`src/rtl/cfgb_pkg.sv`:
```
package cfgb_pkg;
  // Word offsets of the register map
  localparam int OFS_GIE   = 7;
  localparam int OFS_ISR   = 8;
  localparam int OFS_IER   = 10;
  localparam int OFS_WPUSH = 64;
  localparam int OFS_RPOP  = 65;
  localparam int OFS_SIZE  = 66;
  localparam int OFS_CTRL  = 67;
  localparam int OFS_STAT  = 68;
  localparam int OFS_WVAC  = 69;
  localparam int OFS_ROCC  = 70;
  localparam int OFS_ABRT  = 71;

  // Event pair shared by control, interrupt status and enable
  typedef struct packed {
    logic rd;
    logic wr;
  } cfgb_evt_t;
endpackage

```
`src/rtl/cfgb_fifo.sv`:
```
module cfgb_fifo #(
  parameter int DW    = 32,
  parameter int DEPTH = 64,
  localparam int AW   = $clog2(DEPTH),
  localparam int CW   = AW + 1
) (
  input  logic          clk,
  input  logic          rst_n,
  input  logic          push,
  input  logic [DW-1:0] wdata,
  input  logic          pop,
  output logic [DW-1:0] head,
  output logic [CW-1:0] count,
  output logic          full,
  output logic          empty
);
  logic [DW-1:0] mem [DEPTH];
  logic [AW-1:0] wp_q, rp_q, wp_d, rp_d;
  logic [CW-1:0] cnt_q, cnt_d;
  logic          do_push, do_pop;

  assign full    = (cnt_q == CW'(DEPTH));
  assign empty   = (cnt_q == '0);
  assign do_push = push && !full;
  assign do_pop  = pop && !empty;
  assign head    = mem[rp_q];
  assign count   = cnt_q;

  function automatic logic [AW-1:0] bump(input logic [AW-1:0] p);
    return (p == AW'(DEPTH - 1)) ? '0 : p + 1'b1;
  endfunction

  always_comb begin
    wp_d  = do_push ? bump(wp_q) : wp_q;
    rp_d  = do_pop  ? bump(rp_q) : rp_q;
    cnt_d = cnt_q;
    if (do_push && !do_pop)      cnt_d = cnt_q + 1'b1;
    else if (do_pop && !do_push) cnt_d = cnt_q - 1'b1;
  end

  always_ff @(posedge clk or negedge rst_n) begin
    if (!rst_n) begin
      wp_q  <= '0;
      rp_q  <= '0;
      cnt_q <= '0;
    end else begin
      wp_q  <= wp_d;
      rp_q  <= rp_d;
      cnt_q <= cnt_d;
    end
  end

  always_ff @(posedge clk) begin
    if (do_push) mem[wp_q] <= wdata;
  end
endmodule

```
`src/rtl/cfgb_seq.sv`:
```
module cfgb_seq #(
  parameter int DW = 32,
  parameter int SW = 16
) (
  input  logic          clk,
  input  logic          rst_n,
  input  logic          start_wr,
  input  logic          start_rd,
  input  logic [SW-1:0] rb_size,
  input  logic          wf_empty,
  input  logic [DW-1:0] wf_head,
  output logic          wf_pop,
  input  logic          cp_wready,
  output logic          cp_wvalid,
  output logic [DW-1:0] cp_wdata,
  input  logic          rf_full,
  output logic          rf_push,
  output logic [DW-1:0] rf_wdata,
  input  logic          cp_rvalid,
  input  logic [DW-1:0] cp_rdata,
  output logic          cp_rready,
  output logic          wr_busy,
  output logic          rd_busy,
  output logic          wr_done,
  output logic          rd_done
);
  logic          wbusy_q, wbusy_d;
  logic          rbusy_q, rbusy_d;
  logic [SW-1:0] left_q, left_d;

  // Drain side: show the queue head while active, advance on handshake
  assign cp_wvalid = wbusy_q && !wf_empty;
  assign cp_wdata  = wf_head;
  assign wf_pop    = cp_wvalid && cp_wready;

  // Readback side: accept only while words remain and there is room
  assign cp_rready = rbusy_q && (left_q != '0) && !rf_full;
  assign rf_push   = cp_rvalid && cp_rready;
  assign rf_wdata  = cp_rdata;

  always_comb begin
    wbusy_d = wbusy_q;
    wr_done = 1'b0;
    if (wbusy_q) begin
      if (wf_empty) begin
        wbusy_d = 1'b0;
        wr_done = 1'b1;
      end
    end else if (start_wr) begin
      wbusy_d = 1'b1;
    end
  end

  always_comb begin
    rbusy_d = rbusy_q;
    left_d  = left_q;
    rd_done = 1'b0;
    if (rbusy_q) begin
      if (left_q == '0) begin
        rbusy_d = 1'b0;
        rd_done = 1'b1;
      end else if (rf_push) begin
        left_d = left_q - 1'b1;
      end
    end else if (start_rd) begin
      rbusy_d = 1'b1;
      left_d  = rb_size;
    end
  end

  always_ff @(posedge clk or negedge rst_n) begin
    if (!rst_n) begin
      wbusy_q <= 1'b0;
      rbusy_q <= 1'b0;
      left_q  <= '0;
    end else begin
      wbusy_q <= wbusy_d;
      rbusy_q <= rbusy_d;
      left_q  <= left_d;
    end
  end

  assign wr_busy = wbusy_q;
  assign rd_busy = rbusy_q;
endmodule

```
`src/rtl/cfgb_regs.sv`:
```
module cfgb_regs
  import cfgb_pkg::*;
#(
  parameter int DW     = 32,
  parameter int AW     = 7,
  parameter int SW     = 16,
  parameter int WDEPTH = 64,
  parameter int WCW    = 7,
  parameter int RCW    = 7
) (
  input  logic           clk,
  input  logic           rst_n,
  input  logic           reg_wr,
  input  logic           reg_rd,
  input  logic [AW-1:0]  reg_addr,
  input  logic [DW-1:0]  reg_wdata,
  output logic [DW-1:0]  reg_rdata,
  output logic           irq,
  input  logic [WCW-1:0] wf_count,
  input  logic           wf_full,
  input  logic           wf_empty,
  output logic           wf_push,
  input  logic [RCW-1:0] rf_count,
  input  logic           rf_empty,
  input  logic [DW-1:0]  rf_head,
  output logic           rf_pop,
  input  logic           wr_busy,
  input  logic           rd_busy,
  input  logic           wr_done,
  input  logic           rd_done,
  output logic           start_wr,
  output logic           start_rd,
  output logic [SW-1:0]  rb_size
);
  logic          gie_q, gie_d;
  cfgb_evt_t     isr_q, isr_d, ier_q, ier_d, w1c;
  logic [SW-1:0] size_q, size_d;
  logic          ovf_q, ovf_d;
  logic [DW-1:0] rdata_q, rdata_d;
  logic          idle;

  function automatic logic hit(input logic [AW-1:0] a, input int ofs);
    return a == AW'(ofs);
  endfunction

  assign wf_push  = reg_wr && hit(reg_addr, OFS_WPUSH);
  assign rf_pop   = reg_rd && hit(reg_addr, OFS_RPOP);
  assign start_wr = reg_wr && hit(reg_addr, OFS_CTRL) && reg_wdata[0] && !wr_busy;
  assign start_rd = reg_wr && hit(reg_addr, OFS_CTRL) && reg_wdata[1] && !rd_busy;
  assign rb_size  = size_q;
  assign idle     = !wr_busy && !rd_busy;

  // Next state of the writable registers
  always_comb begin
    gie_d  = gie_q;
    ier_d  = ier_q;
    size_d = size_q;
    w1c    = '0;
    if (reg_wr) begin
      if (hit(reg_addr, OFS_GIE))  gie_d  = reg_wdata[0];
      if (hit(reg_addr, OFS_IER))  ier_d  = reg_wdata[1:0];
      if (hit(reg_addr, OFS_SIZE)) size_d = reg_wdata[SW-1:0];
      if (hit(reg_addr, OFS_ISR))  w1c    = reg_wdata[1:0];
    end
    // A completing event wins over a clear in the same cycle
    isr_d.wr = (isr_q.wr && !w1c.wr) || wr_done;
    isr_d.rd = (isr_q.rd && !w1c.rd) || rd_done;
    ovf_d = (ovf_q && !(reg_wr && hit(reg_addr, OFS_ABRT) && reg_wdata[0]))
            || (wf_push && wf_full);
  end

  // Read multiplexer; the pop offset returns 0 when the read queue is empty
  always_comb begin
    rdata_d = '0;
    unique case (reg_addr)
      AW'(OFS_GIE):  rdata_d = DW'(gie_q);
      AW'(OFS_ISR):  rdata_d = DW'(isr_q);
      AW'(OFS_IER):  rdata_d = DW'(ier_q);
      AW'(OFS_RPOP): rdata_d = rf_empty ? '0 : rf_head;
      AW'(OFS_SIZE): rdata_d = DW'(size_q);
      AW'(OFS_CTRL): rdata_d = DW'({rd_busy, wr_busy});
      AW'(OFS_STAT): rdata_d = DW'({idle && wf_empty, 1'b0, idle});
      AW'(OFS_WVAC): rdata_d = DW'(WDEPTH) - DW'(wf_count);
      AW'(OFS_ROCC): rdata_d = DW'(rf_count);
      AW'(OFS_ABRT): rdata_d = DW'(ovf_q);
      default:       rdata_d = '0;
    endcase
  end

  always_ff @(posedge clk or negedge rst_n) begin
    if (!rst_n) begin
      gie_q   <= 1'b0;
      ier_q   <= '0;
      isr_q   <= '0;
      size_q  <= '0;
      ovf_q   <= 1'b0;
      rdata_q <= '0;
    end else begin
      gie_q  <= gie_d;
      ier_q  <= ier_d;
      isr_q  <= isr_d;
      size_q <= size_d;
      ovf_q  <= ovf_d;
      if (reg_rd) rdata_q <= rdata_d;
    end
  end

  assign reg_rdata = rdata_q;
  assign irq       = gie_q && |(isr_q & ier_q);
endmodule

```
`src/rtl/cfgport_bridge.sv`:
```
module cfgport_bridge #(
  parameter int DW     = 32,
  parameter int ADDR_W = 7,
  parameter int SIZE_W = 16,
  parameter int WDEPTH = 64,
  parameter int RDEPTH = 64,
  localparam int WCW   = $clog2(WDEPTH) + 1,
  localparam int RCW   = $clog2(RDEPTH) + 1
) (
  input  logic              clk,
  input  logic              rst_n,
  input  logic              reg_wr,
  input  logic              reg_rd,
  input  logic [ADDR_W-1:0] reg_addr,
  input  logic [DW-1:0]     reg_wdata,
  output logic [DW-1:0]     reg_rdata,
  output logic              irq,
  output logic              cp_wvalid,
  output logic [DW-1:0]     cp_wdata,
  input  logic              cp_wready,
  input  logic              cp_rvalid,
  input  logic [DW-1:0]     cp_rdata,
  output logic              cp_rready
);
  logic              wf_push, wf_pop, wf_full, wf_empty;
  logic [DW-1:0]     wf_head;
  logic [WCW-1:0]    wf_count;
  logic              rf_push, rf_pop, rf_full, rf_empty;
  logic [DW-1:0]     rf_head, rf_wdata;
  logic [RCW-1:0]    rf_count;
  logic              wr_busy, rd_busy, wr_done, rd_done;
  logic              start_wr, start_rd;
  logic [SIZE_W-1:0] rb_size;

  cfgb_regs #(
    .DW(DW), .AW(ADDR_W), .SW(SIZE_W), .WDEPTH(WDEPTH), .WCW(WCW), .RCW(RCW)
  ) u_regs (
    .clk(clk), .rst_n(rst_n),
    .reg_wr(reg_wr), .reg_rd(reg_rd), .reg_addr(reg_addr),
    .reg_wdata(reg_wdata), .reg_rdata(reg_rdata), .irq(irq),
    .wf_count(wf_count), .wf_full(wf_full), .wf_empty(wf_empty), .wf_push(wf_push),
    .rf_count(rf_count), .rf_empty(rf_empty), .rf_head(rf_head), .rf_pop(rf_pop),
    .wr_busy(wr_busy), .rd_busy(rd_busy), .wr_done(wr_done), .rd_done(rd_done),
    .start_wr(start_wr), .start_rd(start_rd), .rb_size(rb_size)
  );

  cfgb_fifo #(.DW(DW), .DEPTH(WDEPTH)) u_wfifo (
    .clk(clk), .rst_n(rst_n),
    .push(wf_push), .wdata(reg_wdata), .pop(wf_pop),
    .head(wf_head), .count(wf_count), .full(wf_full), .empty(wf_empty)
  );

  cfgb_fifo #(.DW(DW), .DEPTH(RDEPTH)) u_rfifo (
    .clk(clk), .rst_n(rst_n),
    .push(rf_push), .wdata(rf_wdata), .pop(rf_pop),
    .head(rf_head), .count(rf_count), .full(rf_full), .empty(rf_empty)
  );

  cfgb_seq #(.DW(DW), .SW(SIZE_W)) u_seq (
    .clk(clk), .rst_n(rst_n),
    .start_wr(start_wr), .start_rd(start_rd), .rb_size(rb_size),
    .wf_empty(wf_empty), .wf_head(wf_head), .wf_pop(wf_pop),
    .cp_wready(cp_wready), .cp_wvalid(cp_wvalid), .cp_wdata(cp_wdata),
    .rf_full(rf_full), .rf_push(rf_push), .rf_wdata(rf_wdata),
    .cp_rvalid(cp_rvalid), .cp_rdata(cp_rdata), .cp_rready(cp_rready),
    .wr_busy(wr_busy), .rd_busy(rd_busy), .wr_done(wr_done), .rd_done(rd_done)
  );
endmodule

```
`config.mk`:
```
export PLATFORM = sky130hd
export DESIGN_NAME = cfgport_bridge
export DESIGN_NICKNAME = d
export VERILOG_FILES = /design/src/rtl/cfgb_pkg.sv /design/src/rtl/cfgb_fifo.sv /design/src/rtl/cfgb_seq.sv /design/src/rtl/cfgb_regs.sv /design/src/rtl/cfgport_bridge.sv
export SDC_FILE = /design/constraint.sdc
export NUM_CORES = 2
export LEC_CHECK = 0
export BUFFER_PORTS_ARGS = -buffer_cell sky130_fd_sc_hd__clkbuf_2
export CORE_MARGIN = 8
export CORE_UTILIZATION = 63
export DETAILED_ROUTE_END_ITERATION = 7
export GPL_ROUTABILITY_DRIVEN = 0
export MAX_ROUTING_LAYER = met4
export PLACE_DENSITY_LB_ADDON = 0.08
export SLEW_MARGIN = 15
export SYNTH_ARGS = -nofsm -noshare
export SYNTH_HDL_FRONTEND = slang
export SYNTH_SLANG_ARGS = --single-unit
```
`constraint.sdc`:
```
create_clock -name clk -period 4.2 [get_ports clk]
set_input_delay 0.42 -clock clk [delete_from_list [all_inputs] [get_ports clk]]
set_output_delay 0.42 -clock clk [all_outputs]
set_load 0.01 [all_outputs]
```
==> summary.md <==
| Metric | Value |
|---|---|
| Run status | finished with violations |
| Failing checks | negative setup slack |
| Crit Path Max Fanout | 9 |
| Clock sink total | 4,206 |
| PD cells | 492 mW/mm^2 |
| Worst-Margin Slew | 1.24 ns |
| FP Rows | 186 |
| Crit Path Class | flip-flop to output port |
| Detailed placer's ending HPWL | 245,000 um |
| Die W | 523 um |
| DRT iter0 DRCs | 11,500 |
| Remaining Overflow, GRT | 0 |
| Worst ir drop on vdd | 513 uV |
| Hold Path End | u_rfifo.mem[53][6] |
| Setup ws final | -0.179 ns |
| Drt pass-1 iters | 8 |
| Ys Warns | 0 |
| DRC Markers | 0 |
| Unique masters post-synth | 71 |
| Most used DFF post-synth | edfxtp_1 |
| Detail Route Antenna Nets | 0 |
| Worst Skew | 0.105 ns |
| Drt wl/cell | 38.3 um |
| Die Height | 523 um |
| Mapped Nets | 6,984 |
| Gr usage total | 0.326 |
| Mapped Avg Cell Area | 23.5 um^2 |
| R2r setup slk | 0.38 ns |
| Reg2reg start | u_wfifo.count[0] |
| Bufs on Longest Clock Path | 4 |
| Final setup viols | 32 |
| Initial antenna violation count | 30 |
| Hold_ws | 0.0408 ns |
| Most frequent cells in the layout | edfxtp_1, mux4_2, clkbuf_16 |
| Top Ports | 144 |
| Relative slew slack | 0.172 |
| Share of cells above drive strength 1 | 0.331 |
| NetSw | 20.5 mW |
| Final Power | 91.5 mW |
| Fmax achieved | 0.228 GHz |
| Hold Crit Class | primary input to flip-flop |
| Vias in the first global route | 80,300 |
| R2R depth | 15 |
| Non-Filler Instances | 11,300 |
| Worst setup SP type | flip-flop |
| Register area share after synthesis | 0.778 |
| # nets final | 7,705 |
| Syn Inst Count | 6,885 |
| # placed instances | 10,500 |
| Reg-to-reg critical path endpoint | u_wfifo.count[6] |
| Top cell type's share of synthesized area | 0.761 |
| Worst-path clk slew | 0.06 ns |
| Root buffer cell | clkbuf_16 |
| Critical Path End Type | output port |
| Die area | 0.273 mm^2 |
| CTS buffer count | 420 |
| Htree depth | 5 |
| Crit share post-route | 1.04 |
| DR vias/cell | 7.05 |
| Logic pwr share | 0.093 |
| Critical path arrival | 3.96 ns |
| First-pass GRT wire length | 604,000 um |
| HP Start | cp_rdata[6] |
| Required time of the critical path | 3.78 ns |
| Lkg Pwr | 58.6 nW |
| #FFs+latches synth | 4,206 |
| Clk Latency, worst-skew pair | 1.05 ns |
| Setup TNS | -3.86 ns |
| IO Port Bufs | 143 |
| Post-Synthesis Cell Area | 0.162 mm^2 |
| Largest area contributor in the netlist | edfxtp_1 |
| CORE AREA | 0.256 mm^2 |
| Ys async rst share | 0.0262 |
| Sw Share | 0.224 |
| Most common cell after layout, fill and taps aside | edfxtp_1 |
| Synthesis-to-finish area growth | 14.9% |
| Via Count | 79,900 |
| Final hold violations | 0 |
| Starting Density | 0.632 |
| Reg power frac | 0.517 |
| Clock Power Share | 0.391 |
| Number of flops mapped to enable cells by yosys | 4,096 |
| Unrepaired setup endpoints after global routing | true |
| Minimum clock period | 4.38 ns |
| Max Slew Vio Count | 0 |
| Largest net degree at the start of global routing | 71 |
| Hold Path Cell Cnt | 2 |
| Max-Cap Viols | 0 |
| Int Power | 71.0 mW |
| CTS tree | done |
| Main area contributors after synthesis | edfxtp_1, mux4_2, dfrtp_1 |
| Final WL | 434,000 um |
-- layout make-up --
cell class / count / area, um^2
Clock buffer: 527 / 11200
Multi-Input combinational cell: 2276 / 35100
Antenna cell: 19 / 47.5
Timing Repair Buffer: 665 / 7400
Clock inverter: 212 / 1820
Sequential cell: 4206 / 126000
Fill cell: 14300 / 70200
Tap cell: 3384 / 4230
Inverter: 37 / 145
-- per-layer routing --
layer / routed length (um) / GRT usage
met5: 0 / -
met2: 219000 / 0.534
met3: 41700 / 0.0584
met1: 153000 / 0.417
met4: 20000 / 0.122
-- flip-flops by register name, indices dropped and copies added, names as in the netlist, 6 cells and up --
name and count:
u_regs.rb_size 16, u_regs.reg_rdata 32, u_rfifo.count 7, u_rfifo.mem 2048
u_rfifo.rp_q 6, u_rfifo.wp_q 6, u_seq.left_q 16, u_wfifo.count 7
u_wfifo.mem 2048, u_wfifo.rp_q 6, u_wfifo.wp_q 6
-- cells in the mapped netlist (all sizes together) (20+ instances only) --
master,number
mux4,1217
mux2i,111
nor2,201
mux2,34
nand4,21
clkbuf,168
dfrtp,110
buf,198
nand3,36
o21ai,51
ha,20
edfxtp,4096
inv,37
a21oi,67
and2,20
nand2,141
o22ai,42
xnor2,22
o221ai,27
-- worst max-delay path, cell delays in order (launching register included) --
cell and delay [ns]:
dfrtp_4 0.51, buf_12 0.18, buf_4 0.15, buf_16 0.14
buf_4 0.18, mux4_2 0.55, mux4_2 0.50, mux4_2 0.58
clkbuf_2 0.17
-- power groups by stage --
stage	sequential, mW	clock, mW	combinational (mW)
5_1_grt	47.3	37.6	8.88
6_report	47.3	35.7	8.46
3_3_place_gp	48.1	0	7.92
4_1_cts	47.3	36.1	8.32
2_1_floorplan	48.0	0	4.82
3_5_place_dp	48.1	0	8.02
-- cell families after synthesis --
kind of cell | Yosys count | synth area share
adder cells (fa/ha/maj) | 22 | 0.00180
buffers and inverters | 403 | 0.0109
XOR/XNOR | 29 | 0.00157
AO/OA/AOI/OAI | 347 | 0.0147
AND/OR/NAND/NOR | 516 | 0.0146
flip-flops | 4206 | 0.778
multiplexers | 1362 | 0.179
-- how the worst max path moves through the flow --
| stage | startpoint | end | cells past startpoint |
|---|---|---|---|
| 2_1_floorplan | u_wfifo.count[0] | u_wfifo.mem[63][0] | 9 |
| 3_3_place_gp | u_wfifo.count[0] | u_wfifo.count[6] | 15 |
| 3_5_place_dp | u_rfifo.rp_q[1] | u_regs.reg_rdata[8] | 7 |
| 4_1_cts | u_wfifo.rp_q[0] | cp_wdata[19] | 7 |
| 5_1_grt | u_wfifo.rp_q[0] | cp_wdata[26] | 8 |
| 6_report | u_wfifo.rp_q[0] | cp_wdata[25] | 8 |
-- through the flow --
step / util / area (um^2) / worst slack, ns
2_1_floorplan: - / 162000 / 0.587
3_3_place_gp: 0.668 / 171000 / 0.325
4_1_cts: 0.723 / 185000 / -0.247
6_report: 0.726 / 186000 / -0.179
3_5_place_dp: 0.668 / 171000 / 0.375
5_1_grt: 0.726 / 186000 / -0.223
-- repair_timing --
action / 4_1_cts / 5_1_grt
buffers inserted: 15 / 12
resized for setup: 50 / 62
endpoints found under the hold margin: 178 / 33
hold buffers: 15 / 2
cloned: 15 / 15
setup endpoints to repair: 32 / 32
Note: power is estimated with default switching activity, not from simulation.
